File: src/rtl/orxor_pkg.sv
package orxor_pkg;
  typedef enum logic [1:0] {
    CMD_HOLD = 2'b00,
    CMD_XOR  = 2'b01,
    CMD_OR   = 2'b10,
    CMD_BAD  = 2'b11
  } cmd_e;
endpackage

File: src/rtl/orxor_cmd_dec.sv
module orxor_cmd_dec
  import orxor_pkg::*;
(
  input  logic op_or,
  input  logic op_xor,
  output cmd_e cmd,
  output logic bad
);
  always_comb begin
    cmd = cmd_e'({op_or, op_xor});
    bad = (cmd == CMD_BAD);
  end
endmodule

File: src/rtl/orxor_cell.sv
module orxor_cell (
  input  logic clk,
  input  logic rst,
  input  logic sel_or,
  input  logic sel_xor,
  input  logic b,
  output logic a
);
  logic d;
  // One gate-level function; the both-high case falls back to hold.
  always_comb begin
    d = (sel_or & ~sel_xor & (a | b))
      | (sel_xor & ~sel_or & (a ^ b))
      | (~(sel_or ^ sel_xor) & a);
  end
  always_ff @(posedge clk) begin
    if (rst) a <= 1'b0;
    else     a <= d;
  end
endmodule

File: src/rtl/orxor_reg.sv
module orxor_reg
  import orxor_pkg::*;
#(
  parameter int WIDTH = 8
) (
  input  logic             clk,
  input  logic             rst,
  input  logic             op_or,
  input  logic             op_xor,
  input  logic [WIDTH-1:0] din,
  output logic [WIDTH-1:0] acc_q,
  output logic             cmd_err
);
  cmd_e cmd;
  logic bad;

  orxor_cmd_dec u_dec (.op_or(op_or), .op_xor(op_xor), .cmd(cmd), .bad(bad));

  for (genvar i = 0; i < WIDTH; i++) begin : g_cell
    orxor_cell u_cell (
      .clk(clk), .rst(rst), .sel_or(op_or), .sel_xor(op_xor),
      .b(din[i]), .a(acc_q[i])
    );
  end

  assign cmd_err = bad & ~rst;

  AST_RESET_ZERO: assert property (@(posedge clk) rst |=> (acc_q == '0));
  AST_OR_MERGE: assert property (@(posedge clk) disable iff (rst)
    (cmd == CMD_OR) |=> (acc_q == ($past(acc_q) | $past(din))));
  AST_XOR_MERGE: assert property (@(posedge clk) disable iff (rst)
    (cmd == CMD_XOR) |=> (acc_q == ($past(acc_q) ^ $past(din))));
  AST_IDLE_HOLD: assert property (@(posedge clk) disable iff (rst)
    (cmd == CMD_HOLD) |=> $stable(acc_q));
  AST_BAD_HOLD: assert property (@(posedge clk) disable iff (rst)
    (op_or && op_xor) |=> $stable(acc_q));
  AST_ERR_FLAG: assert property (@(posedge clk) disable iff (rst)
    (cmd_err == (op_or && op_xor)));
endmodule

File: config.mk
export PLATFORM = sky130hd
export DESIGN_NAME = orxor_reg
export DESIGN_NICKNAME = d
export VERILOG_FILES = /design/src/rtl/orxor_pkg.sv /design/src/rtl/orxor_cmd_dec.sv /design/src/rtl/orxor_cell.sv /design/src/rtl/orxor_reg.sv
export SDC_FILE = /design/constraint.sdc
export NUM_CORES = 1
export LEC_CHECK = 0
export CORE_MARGIN = 2
export CORE_UTILIZATION = 30
export CTS_BUF_LIST = sky130_fd_sc_hd__clkbuf_8
export DETAILED_ROUTE_END_ITERATION = 8
export SLEW_MARGIN = 10
export SYNTH_ARGS = -nofsm -noshare
export SYNTH_HDL_FRONTEND = slang
export SYNTH_SLANG_ARGS = --single-unit
File: constraint.sdc
create_clock -name clk -period 2.8 [get_ports clk]
set_clock_uncertainty 0.2 [all_clocks]
set_input_delay 0.56 -clock clk [delete_from_list [all_inputs] [get_ports clk]]
set_output_delay 0.56 -clock clk [all_outputs]
set_load 0.05 [all_outputs]
Yosys cells after proc, flatten, opt, wreduce, memory -nomap -nowiden
Index checks and enable logic that the tools add are counted.
{"block": "word_totals", "register_bits": 8}
{"block": "classes", "bitwise_logic": 64, "n_eq_ne": 1}
{"operator": "bitwise AND 1 bit", "n": 27}
{"operator": "bitwise OR 1 bit", "n": 24}
{"operator": "bitwise XOR 1 bit", "n": 9}
{"operator": "inverter 1 bit", "n": 4}
{"operator": "== test 2 bit, second input constant", "n": 1}

Longest topological paths before layout
{"block": "depth", "depth_word": 5, "ltp_mapped": 5, "depth_no_buf": 4}

Modules after synthesis
A second synthesis with hierarchy kept.
{"block": "unflattened", "cells_unflattened": 92, "hier_area_um2": 765.7}
{"mod": "orxor_cell", "instances": 8, "cells_each": 11, "area_each_um2": 91.3}
{"mod": "orxor_cmd_dec", "instances": 1, "cells_each": 3, "area_each_um2": 21.3}
{"mod": "orxor_reg", "instances": 1, "cells_each": 1, "area_each_um2": 13.8}

Worst setup path before layout
No wires, ideal clock.
{"block": "synth_path", "path_kind": "in2out", "start": "input port rst", "end": "output port cmd_err", "arrival_time_ns": 1.408, "setup_slack_ns": 0.632, "t_required_ns": 2.040, "cell_stages": 2, "path_cell_list": "buf_2 > nor2b_1"}
{"block": "synth_via", "elab_chain_cells": 2}
{"element": "start, declared", "line": "orxor_reg.sv:7", "rtl": "input logic rst,"}
{"element": "inverter 1 bit", "line": "orxor_reg.sv:26", "rtl": "assign cmd_err = bad & ~rst;"}
{"element": "bitwise AND 1 bit", "line": "orxor_reg.sv:26"}
{"element": "end, declared", "line": "orxor_reg.sv:12", "rtl": "output logic cmd_err"}
Every way passes these cells.

Final worst setup path
{"block": "layout_path", "start": "input port op_or", "end": "output port cmd_err"}
{"block": "layout_via", "elab_chain_cells": 2}
{"element": "start, declared", "line": "orxor_reg.sv:8", "rtl": "input logic op_or,"}
{"element": "== test 2 bit", "line": "orxor_cmd_dec.sv:11", "rtl": "bad = (cmd == CMD_BAD);"}
{"element": "bitwise AND 1 bit", "line": "orxor_reg.sv:26"}
Every way passes these cells.

==> qor.txt <==
outcome -> completed
via count -> 503
launching element type of the critical path -> input port
clock network latency to the later pin of the worst-skew pair -> 230 ps
final estimated routing congestion in global placement -> 0.654
antenna violation net count after detailed routing -> 0
Total Wirelength -> 1150 um
pwr dens -> 481 nW/um^2
xor-xnor portion of the synthesized cell area -> 0%
number of placement rows -> 16
Post-Syn Area -> 602 sq um
post-detailed-route wirelength per cell -> 9.97 um
number of sinks on the clock net -> 8
unrepaired setup endpoints after global routing -> no
number of antenna violations at the first check in global routing -> 0
CP peak stage delay -> 500 ps
Clock Tree Root -> clkbuf_8
count of synthesis-stage warnings from yosys -> 0
Tcrit/Tclk final -> 83.8%
largest registers ranked by flip-flop count -> g_cell.u_cell.a: 8 flops
final setup violating endpoints -> 0
Die Y-Extent -> 48.8 um
Crit path required time -> 2040 ps
Starting Density -> 31.3%
DRC Markers -> 0
maximum number of pins on one net before global-route repair -> 9
Diodes inserted -> 0
number of detailed-route iterations in the first pass -> 4
Reg clk slew, reported paths -> 40 ps
TritonCTS buffer count -> 3
CTS tree -> done
mux share of post-synthesis cell area -> 0%
CP endpoint kind -> primary output
area grow syn2layout -> 35.8%
highest ir drop seen on vdd -> 0.159 mV
DIE AREA -> 2380 sq um
worst setup path category -> input port to primary output
Crit path arrival time -> 1590 ps
layout cells sized above 1 -> 5.68%
clk buf depth -> 2
ordered list of cells on the worst path -> clkdlybuf4s50_1 > ha_1 > nor2b_1 > buf_12
number of unique standard cell types used by synthesis -> 11
count of final hold-check violations -> 0
wire length of the first global-routing pass -> 2070 um
iteration-0 DRC count of the detailed router -> 5
Critical Path Fanout Max -> 3
standard cell core area -> 1920 sq um
number of buffers inserted by post-CTS setup repair -> 0
number of global-route vias before repair -> 523
clock period minus worst slack -> 2350 ps
GR Overflow Total -> 0
largest register by flop count -> g_cell.u_cell.a
number of flip-flops in the largest register -> 8
setup total negative slack -> 0 ps
input/output buffers -> 20
Layout Cells excl Fill -> 115
dominant combinational cell family by area after synthesis -> buffers and inverters
final max-slew violation count -> 0
all-layer global routing usage -> 11.2%
number of maximum-capacitance violations -> 0
syn nets -> 98
num ports -> 21
adder-cell area share of the yosys netlist -> 22.9%
DIE WIDTH -> 48.8 um
number of hold buffers added after cts -> 0
Tightest Pin Transition -> 493 ps
total instance count after detailed placement -> 112
Highest Clock Rate -> 0.426 GHz
cell count after synthesis -> 75
fin nets -> 113
Syn Area/Cell -> 8.02 sq um
vias per std cell -> 4.37
compound-gate portion of the synthesized area -> 14.6%
H-tree depth -> 1
final HPWL from detailed placement -> 877 um
leakage power -> 0.000358 uW
worst hold path type -> flip-flop to flip-flop
total design power -> 393 uW
slowest stage cell on the critical path -> clkdlybuf4s50_1
flip-flop and latch count after synthesis -> 8
number of gates resized after CTS -> 0
share of synthesized cell area in and, or, nand and nor gates -> 11.9%
Slew headroom -> 67.0%
register area share after synthesis -> 26.6%
[cells in the final DEF (no fill, tap or decap), drive strengths merged, types with 2 or more instances in the layout]
| master | Yosys | layout |
|---|---|---|
| a21oi | 6 | 6 |
| a31oi | 2 | 2 |
| a22oi | 6 | 6 |
| dfxtp | 8 | 8 |
| nand2b | 8 | 8 |
| clkbuf | 0 | 3 |
| ha | 11 | 11 |
| nand2 | 4 | 4 |
| clkdlybuf4s50 | 0 | 19 |
| buf | 11 | 2 |
| inv | 18 | 18 |
[power breakdown]
group          internal (uW)  switching [uW]  total, uW
Clock                   93.1            45.8        139
Combinational           54.2            68.1        122
Sequential               124            7.11        131
[final timing paths]
path / slack (ps) / cells after the start / from / endpoint
hold / removal: 290 / 2 / g_cell[6].u_cell.a / g_cell[6].u_cell.a
setup / recovery: 450 / 4 / op_or / cmd_err
hold reg to reg: 290 / 2 / g_cell[6].u_cell.a / g_cell[6].u_cell.a
setup reg to reg: 1550 / 4 / g_cell[3].u_cell.a / g_cell[3].u_cell.a
[per-layer routing]
layer  wire length [um]  global-route usage [%]  vias up
met2                507                    19.4       15
li1                   -                       -      253
met5                  0                       0        -
met3                 87                    4.29        3
met4                 27                    5.71        0
met1                523                    11.8      232
[stage by stage]
step,utilization [%],hold WS [ps],area [sq um],worst slack [ps]
floorplan,-,266,602,632
global placement,40.4,274,776,459
CTS,42.5,296,817,443
finish,42.5,290,817,453
global route,42.5,319,817,371
detailed placement,40.4,291,776,442
[synth_stat cells]
cell type | n | area [sq um]
buf_4 | 9 | 67.6
ha_1 | 11 | 138
buf_2 | 2 | 10.0
nand2_1 | 4 | 15.0
a31oi_1 | 2 | 12.5
a22oi_1 | 6 | 45.0
nand2b_1 | 8 | 50.1
nor2b_1 | 1 | 6.26
inv_1 | 18 | 67.6
a21oi_1 | 6 | 30.0
dfxtp_1 | 8 | 160
[worst max-delay path, delay by kind of cell]
family	cells	cell delay (ps)
AND/OR/NAND/NOR	1	210
adder cells (fa/ha/maj)	1	140
buffers and inverters	2	670
[final cells by class]
| class | instances | area [sq um] |
|---|---|---|
| clock buffers | 3 | 41.3 |
| fillers | 197 | 1100 |
| inverters | 18 | 67.6 |
| multi-input cells | 38 | 297 |
| flip-flops and latches | 8 | 160 |
| well taps | 27 | 33.8 |
| repair buffers | 21 | 218 |
[cell families (layout without fill, tap and decap cells)]
group                    count (synthesis)  after routing
buffers and inverters                   29             42
AO/OA/AOI/OAI                           14             14
AND/OR/NAND/NOR                         13             13
adder cells (fa/ha/maj)                 11             11
flip-flops                               8              8
No activity file was read; power rests on OpenSTA's default activity.
